`src/rtl/qwp_pkg.sv`:
```
package qwp_pkg;
  typedef enum logic [1:0] {ST_IDLE, ST_FILL, ST_REQ, ST_WAIT} qwpState_e;

  // strobes from control to datapath
  typedef struct packed {
    logic clr;   // empty all slots, rewind the write pointer
    logic load;  // store the current write in the pointed slot, advance
  } qwpStrobe_t;
endpackage

```
`src/rtl/qwp_datapath.sv`:
```
module qwp_datapath
  import qwp_pkg::*;
#(
  parameter int ADDR_W = 24,
  parameter int DATA_W = 16,
  parameter int WORDS  = 4
) (
  input  logic                     clk,
  input  logic                     rstN,
  input  qwpStrobe_t               strobe,
  input  logic [ADDR_W-1:0]        wrAddr,
  input  logic [DATA_W-1:0]        wrData,
  output logic                     groupOk,
  output logic                     atLast,
  output logic [WORDS*ADDR_W-1:0]  slotAddr,
  output logic [WORDS*DATA_W-1:0]  slotData
);
  localparam int PTR_W   = $clog2(WORDS);
  localparam int GRP_LSB = PTR_W;

  logic [PTR_W-1:0]  wrPtr;
  logic [ADDR_W-1:0] addrQ [WORDS];
  logic [DATA_W-1:0] dataQ [WORDS];

  always_ff @(posedge clk) begin
    if (!rstN || strobe.clr) wrPtr <= '0;
    else if (strobe.load)    wrPtr <= wrPtr + 1'b1;
  end

  for (genvar i = 0; i < WORDS; i++) begin : g_slot
    always_ff @(posedge clk) begin
      if (!rstN || strobe.clr) begin
        addrQ[i] <= '0;
        dataQ[i] <= '0;
      end else if (strobe.load && wrPtr == PTR_W'(i)) begin
        addrQ[i] <= wrAddr;
        dataQ[i] <= wrData;
      end
    end
    assign slotAddr[i*ADDR_W +: ADDR_W] = addrQ[i];
    assign slotData[i*DATA_W +: DATA_W] = dataQ[i];
  end

  assign atLast  = (wrPtr == PTR_W'(WORDS-1));
  assign groupOk = (wrPtr == '0) ||
                   (wrAddr[ADDR_W-1:GRP_LSB] == addrQ[0][ADDR_W-1:GRP_LSB]);

  // control never stores a word outside the group of slot 0
  assert_load_in_group_R4: assert property (@(posedge clk) disable iff (!rstN)
    (strobe.load && wrPtr != '0) |->
      (wrAddr[ADDR_W-1:GRP_LSB] == addrQ[0][ADDR_W-1:GRP_LSB]));

  // a cleared bundle starts at slot 0
  assert_clr_rewinds_R2: assert property (@(posedge clk) disable iff (!rstN)
    strobe.clr |=> (wrPtr == '0));
endmodule

```
`src/rtl/qwp_ctrl.sv`:
```
module qwp_ctrl
  import qwp_pkg::*;
#(
  parameter int         WORDS      = 4,
  parameter logic [7:0] CMD_QUAD   = 8'hA5,
  parameter logic [7:0] CMD_SINGLE = 8'hA0,
  localparam int        CNT_W      = $clog2(WORDS + 1)
) (
  input  logic             clk,
  input  logic             rstN,
  input  logic             wePulse,
  input  logic [7:0]       cmdByte,
  input  logic             groupOk,
  input  logic             atLast,
  input  logic             progAck,
  input  logic             progDone,
  output qwpStrobe_t       strobe,
  output logic             progReq,
  output logic             busy,
  output logic [CNT_W-1:0] progCount
);
  qwpState_e state, stateNext;
  logic      isQuad, isQuadNext;

  always_comb begin
    stateNext  = state;
    isQuadNext = isQuad;
    strobe     = '0;
    unique case (state)
      ST_IDLE: if (wePulse) begin
        if (cmdByte == CMD_QUAD) begin
          strobe.clr = 1'b1;
          isQuadNext = 1'b1;
          stateNext  = ST_FILL;
        end else if (cmdByte == CMD_SINGLE) begin
          strobe.clr = 1'b1;
          isQuadNext = 1'b0;
          stateNext  = ST_FILL;
        end
      end
      ST_FILL: if (wePulse) begin
        if (groupOk) begin
          strobe.load = 1'b1;
          if (!isQuad || atLast) stateNext = ST_REQ;
        end else begin
          stateNext = ST_IDLE;
        end
      end
      ST_REQ:  if (progAck)  stateNext = ST_WAIT;
      ST_WAIT: if (progDone) stateNext = ST_IDLE;
      default: stateNext = ST_IDLE;
    endcase
  end

  always_ff @(posedge clk) begin
    if (!rstN) begin
      state  <= ST_IDLE;
      isQuad <= 1'b0;
    end else begin
      state  <= stateNext;
      isQuad <= isQuadNext;
    end
  end

  assign progReq   = (state == ST_REQ);
  assign busy      = (state == ST_REQ) || (state == ST_WAIT);
  assign progCount = !busy ? '0 : (isQuad ? CNT_W'(WORDS) : CNT_W'(1));

  // an unacknowledged request is held
  assert_req_hold_R5: assert property (@(posedge clk) disable iff (!rstN)
    (progReq && !progAck) |=> progReq);

  // busy only drops after a completion
  assert_busy_until_done_R6: assert property (@(posedge clk) disable iff (!rstN)
    (busy && !progDone) |=> busy);

  // nothing is captured while busy
  assert_no_capture_busy_R6: assert property (@(posedge clk) disable iff (!rstN)
    busy |-> (!strobe.load && !strobe.clr));

  // a request only follows a write strobe
  assert_req_after_write_R2: assert property (@(posedge clk) disable iff (!rstN)
    $rose(progReq) |-> $past(wePulse));
endmodule

```
`src/rtl/qwp_collector.sv`:
```
module qwp_collector
  import qwp_pkg::*;
#(
  parameter int         ADDR_W     = 24,
  parameter int         DATA_W     = 16,
  parameter int         WORDS      = 4,
  parameter logic [7:0] CMD_QUAD   = 8'hA5,
  parameter logic [7:0] CMD_SINGLE = 8'hA0,
  localparam int        CNT_W      = $clog2(WORDS + 1),
  localparam int        GRP_LSB    = $clog2(WORDS)
) (
  input  logic                    clk,
  input  logic                    rstN,
  input  logic                    wePulse,
  input  logic [ADDR_W-1:0]       weAddr,
  input  logic [DATA_W-1:0]       weData,
  output logic                    progReq,
  input  logic                    progAck,
  input  logic                    progDone,
  output logic                    busy,
  output logic [CNT_W-1:0]        progCount,
  output logic [WORDS*ADDR_W-1:0] progAddr,
  output logic [WORDS*DATA_W-1:0] progData
);
  qwpStrobe_t strobe;
  logic       groupOk, atLast;

  qwp_ctrl #(
    .WORDS(WORDS), .CMD_QUAD(CMD_QUAD), .CMD_SINGLE(CMD_SINGLE)
  ) u_ctrl (
    .clk(clk), .rstN(rstN), .wePulse(wePulse), .cmdByte(weData[7:0]),
    .groupOk(groupOk), .atLast(atLast), .progAck(progAck),
    .progDone(progDone), .strobe(strobe), .progReq(progReq),
    .busy(busy), .progCount(progCount)
  );

  qwp_datapath #(
    .ADDR_W(ADDR_W), .DATA_W(DATA_W), .WORDS(WORDS)
  ) u_dp (
    .clk(clk), .rstN(rstN), .strobe(strobe), .wrAddr(weAddr),
    .wrData(weData), .groupOk(groupOk), .atLast(atLast),
    .slotAddr(progAddr), .slotData(progData)
  );

  // the bundle is stable while a request waits
  assert_bundle_stable_R5: assert property (@(posedge clk) disable iff (!rstN)
    (progReq && !progAck) |=> ($stable(progAddr) && $stable(progData)
                               && $stable(progCount)));

  // a full-size request only carries one address group
  for (genvar i = 1; i < WORDS; i++) begin : g_grp_chk
    assert_req_one_group_R4: assert property (@(posedge clk) disable iff (!rstN)
      (progReq && progCount == CNT_W'(WORDS)) |->
        (progAddr[i*ADDR_W+GRP_LSB +: ADDR_W-GRP_LSB] ==
         progAddr[GRP_LSB +: ADDR_W-GRP_LSB]));
  end
endmodule

```
`config.mk`:
```
export PLATFORM = sky130hd
export DESIGN_NAME = qwp_collector
export DESIGN_NICKNAME = d
export VERILOG_FILES = /design/src/rtl/qwp_pkg.sv /design/src/rtl/qwp_datapath.sv /design/src/rtl/qwp_ctrl.sv /design/src/rtl/qwp_collector.sv
export SDC_FILE = /design/constraint.sdc
export NUM_CORES = 1
export LEC_CHECK = 0
export BUFFER_PORTS_ARGS = -buffer_cell sky130_fd_sc_hd__buf_4
export CORE_MARGIN = 2
export CORE_UTILIZATION = 47
export CTS_BUF_LIST = sky130_fd_sc_hd__clkbuf_16
export DETAILED_ROUTE_END_ITERATION = 8
export PLACE_DENSITY = 0.71
export SYNTH_ARGS = -nofsm -noshare
export SYNTH_HDL_FRONTEND = slang
export SYNTH_SLANG_ARGS = --single-unit
```
`constraint.sdc`:
```
create_clock -name clk -period 5.5 [get_ports clk]
set_input_delay 0 -clock clk [delete_from_list [all_inputs] [get_ports clk]]
set_output_delay 0 -clock clk [all_outputs]
set_load 0.01 [all_outputs]
```
==> summary by stage <==
Routing
The highest routed metal layer is met4. The routed length on met2 is between 10,000 and 15,000 um. The per-cell routed wire length is around 20 um. The total vias in the final route is between 5k and 6k. The count of nets left with antenna violations after detail routing is 0. The total length of routed met3 wires is between 1500 and 2000 um. The via density per instance is approximately 5.6.

The violation count after the first detailed-route iteration is 577. The met1 wire length is approximately 8400 um. After detailed routing, the number of remaining DRC violations is 0. Before antenna repair, the detailed router went through 6 iterations. For this block, the routed nets add up to between 20,000 and 25,000 um of wire.

Pwr
The internal power contribution is 0.00224 W. The switching power of the nets is 0.000652 W. The fraction of power consumed by combinational cells is under 10%. IR analysis of the VDD net gives a maximum drop of ~230 uV. Of the total power, the clock network draws approximately 41%. In this run, flip-flops and latches consume between 40% and 50% of the power. The total leakage power is 3.62 nW.

Net switching is between 20% and 30% of the power. Power spread over the standard cell area amounts to slightly below 300 nW/um^2.

Timing
The final critical-path share of the clock period is between 60% and 70%. The transition at the pin with the smallest max-transition slack is approximately 1.3 ns. The clock arrives with between 0.005 and 0.006 ns of skew. The sum of negative setup slack is 0 ns. The number of pins with negative max-slew slack in the final report is 0. Derived from the worst setup path, the maximum achievable clock frequency is 294 MHz. The worst-case hold slack is roughly 0.011 ns. The clock period minus final worst setup slack is about 3.4 ns.

The worst slew margin relative to its limit is between 10% and 20%. The number of hold violations in the final report came to 0. Setup violations remaining at the end of the flow were counted as 0. Setup repair after global routing left no endpoint under its margin.

Placement
Once placement completed, the tool counted placed cells totaling slightly below 1k. The number of buffer cells added on primary ports is approximately 210. The wire-length estimate of the detail-placed layout is roughly 14,000 um. Routability-driven placement finished with a final weighted congestion of slightly below 0.9.

Finish
The fraction of the core area covered by cells at the end of the flow is about two thirds. The count of antenna diodes in the layout is 0. The post-layout net count is 884. The growth of design area from synthesis to finish is 36.3%. The count of placed standard cells in the final layout, fillers left out is 1,036. In the final layout, the share of cells above drive strength 1 is 35.5%.

Critical path
The worst setup path is of the flop to flop kind. Following the worst setup path forward leads to its endpoint at u_dp.dataQ[2][8]. The type of element launching the critical path is a flop. For the worst setup path, the data required time is 5.63 ns. The worst register-to-register path begins at u_dp.wrPtr[0]. For the worst flop-to-flop path, the logic depth is 6. The maximum fanout along the worst path is 85. In this run the worst setup path begins at u_dp.wrPtr[0].

The worst endpoint data arrival time is 3.54 ns. The worst setup path is captured at a flop. The setup check on the worst reg-to-reg path leaves a slack of between 2 and 2.5 ns. The worst register-to-register path ends at u_dp.dataQ[2][8].

Yosys
Yosys printed 0 warnings. After synthesis, flip-flops and latches occupy just under 70% of the total area. After synthesis, the share of flip-flops with an asynchronous set or reset is 0%. The total nets after synthesis is 665. The number of enable-type register cells in the synthesized netlist is between 150 and 200. Counting flops and latches in the post-synthesis netlist gives between 150 and 200. For this run, the leading register cell type out of synthesis is sky130_fd_sc_hd__edfxtp_1. Counting distinct cell types in the post-synthesis netlist gives 33.

The cell count after synthesis came out at a little over 600. The mean instance size in the synthesized netlist is approximately 12 sq um. The netlist area before placement is between 7000 and 8000 sq um.

Floorplanning
The core region is 15,100 sq um. Pin placement for this block handled 210 I/O pins. The overall die area is about 16,000 sq um. Once the floorplan was initialized, standard cells occupied around half of the core. In this run the horizontal extent of the chip is ~130 um. The floorplan has 45 rows. The die is 128 um tall.

Clock network
The CTS tree is yes. Clock tree synthesis inserted a total of 17 buffers. In this run, post-CTS repair resized a total of 0 instances. After clock tree synthesis, the setup repair step added 0 buffers. Clock-pin slew was measured on the worst setup and hold paths at approximately 0.06 ns.

The H-tree generated during clock tree synthesis spans 4 levels. For the worst-skew pair, the clock arrives at the later sink with an insertion delay of between 0.4 and 0.5 ns. The clock root buffer is sky130_fd_sc_hd__clkbuf_16. The number of clock sinks is 165. The maximum root-to-sink buffer count is 2.

Global routing
Entering global routing, the biggest net connects slightly above 90 pins. The via count of the first global-routing pass is 5,497. The first global-routing pass estimated between 30,000 and 40,000 um of wire.

The number of antenna violations at the first check in global routing is 0. Summed over all layers, the global routing overflow is 0. Across every metal layer, demand over resource in global routing totals around 25%.

Run status
The run finished with clean final reports.

Run
The tool flagged a number of max-cap violations equal to 0.

Worst hold path
The worst hold path class is input port to flop.
==> power by group through the flow <==
stage | Clock [W] | Combinational, W | Sequential, W
4_1_cts | 0.00120 | 0.000252 | 0.00144
2_1_floorplan | 0 | 0.0000666 | 0.00149
6_report | 0.00120 | 0.000254 | 0.00144
5_1_grt | 0.00125 | 0.000269 | 0.00144
3_3_place_gp | 0 | 0.000225 | 0.00146
3_5_place_dp | 0 | 0.000228 | 0.00146
==> cell usage in the layout, fill, tap and decap left out, drive strengths merged, types with 2 or more instances in the layout <==
| master | Yosys | routed |
|---|---|---|
| buf | 24 | 215 |
| edfxtp | 160 | 160 |
| nand3 | 144 | 144 |
| nor2 | 140 | 140 |
| dlygate4sd3 | 0 | 42 |
| nor4 | 24 | 24 |
| clkbuf | 33 | 17 |
| inv | 15 | 17 |
| xnor2 | 15 | 15 |
| nand2 | 9 | 9 |
| nand4 | 8 | 8 |
| xor2 | 8 | 8 |
| o21ai | 7 | 7 |
| clkinv | 0 | 7 |
| dfxtp | 5 | 5 |
| ha | 4 | 4 |
| nor2b | 3 | 3 |
| bufinv | 0 | 3 |
| clkinvlp | 0 | 3 |
| o21a | 2 | 2 |
| mux2i | 2 | 2 |
| a21oi | 2 | 2 |
==> cell usage after synthesis, types with 8 or more instances <==
master	number	area [sq um]
sky130_fd_sc_hd__clkbuf_1	33	124
sky130_fd_sc_hd__xor2_1	8	70.1
sky130_fd_sc_hd__inv_1	15	56.3
sky130_fd_sc_hd__nor4_1	24	150
sky130_fd_sc_hd__nor2_2	50	313
sky130_fd_sc_hd__xnor2_1	15	131
sky130_fd_sc_hd__nand4_1	8	50.1
sky130_fd_sc_hd__nand2_1	9	33.8
sky130_fd_sc_hd__nor2_1	90	338
sky130_fd_sc_hd__buf_1	15	56.3
sky130_fd_sc_hd__edfxtp_1	160	4800
sky130_fd_sc_hd__nand3_1	144	721
==> worst max-delay path, stage by stage, from the launching register on <==
cell                      delay [ns]
sky130_fd_sc_hd__dfxtp_1        0.38
sky130_fd_sc_hd__inv_1          0.10
sky130_fd_sc_hd__ha_2           0.48
sky130_fd_sc_hd__nand3_1        0.28
sky130_fd_sc_hd__o21a_4         0.69
sky130_fd_sc_hd__buf_4          0.94
sky130_fd_sc_hd__nor2_1         0.16
==> layer usage <==
metal | vias to the layer above | global-route usage [%]
li1 | 2637 | -
met1 | 2839 | 32.8
met2 | 261 | 39.7
met3 | 36 | 6.82
met4 | 0 | 9.24
met5 | - | 0
==> metrics by stage <==
| step | cell area, sq um | power (W) | setup WS, ns |
|---|---|---|---|
| CTS | 9920 | 0.00289 | 2.08 |
| global route | 9920 | 0.00296 | 1.85 |
| global placement | 8910 | 0.00169 | 2.27 |
| detailed placement | 8910 | 0.00169 | 2.11 |
| floorplan | 7280 | 0.00155 | 0.398 |
| finish | 9920 | 0.00289 | 2.09 |
==> final cells by class <==
| class | instances | area [sq um] |
|---|---|---|
| Fill cell | 1144 | 5230 |
| Multi-Input combinational cell | 379 | 2100 |
| Clock inverter | 15 | 164 |
| Sequential cell | 165 | 4900 |
| Clock buffer | 17 | 425 |
| Tap cell | 188 | 235 |
| Inverter | 15 | 56.3 |
| Timing Repair Buffer | 257 | 2030 |
==> state kept, by name, summed over array words and instances (netlist names), named ones only <==
signal and cells:
u_ctrl.state 1, u_dp.addrQ 96, u_ctrl.isQuad 1, u_dp.dataQ 64
u_dp.wrPtr 2
==> how the worst min path moves through the flow <==
stage	endpoint	slack, ns	startpoint	depth (start not counted)
6_report	u_dp.addrQ[0][44]	0.01	weAddr[20]	3
5_1_grt	u_dp.addrQ[0][20]	0.02	weAddr[20]	3
4_1_cts	u_dp.addrQ[0][44]	0.000008	weAddr[20]	3
3_5_place_dp	u_ctrl.state[0]	0.28	rstN	2
3_3_place_gp	u_ctrl.state[0]	0.28	rstN	2
2_1_floorplan	u_ctrl.state[0]	0.13	rstN	1
==> logic make-up after synthesis <==
kind of cell | synth area share (%)
mux | 0.275
buf+inv | 4.50
other cells | 0.0515
simple gates | 22.6
flops | 67.4
xor+xnor | 2.77
compound gates | 1.68
fa+ha+maj | 0.688
==> what timing repair did <==
item,in CTS,in global routing
hold buffers,42,0
setup endpoints to repair,0,0
endpoints found under the hold margin,132,0
Power figures use the tool's default switching activity.
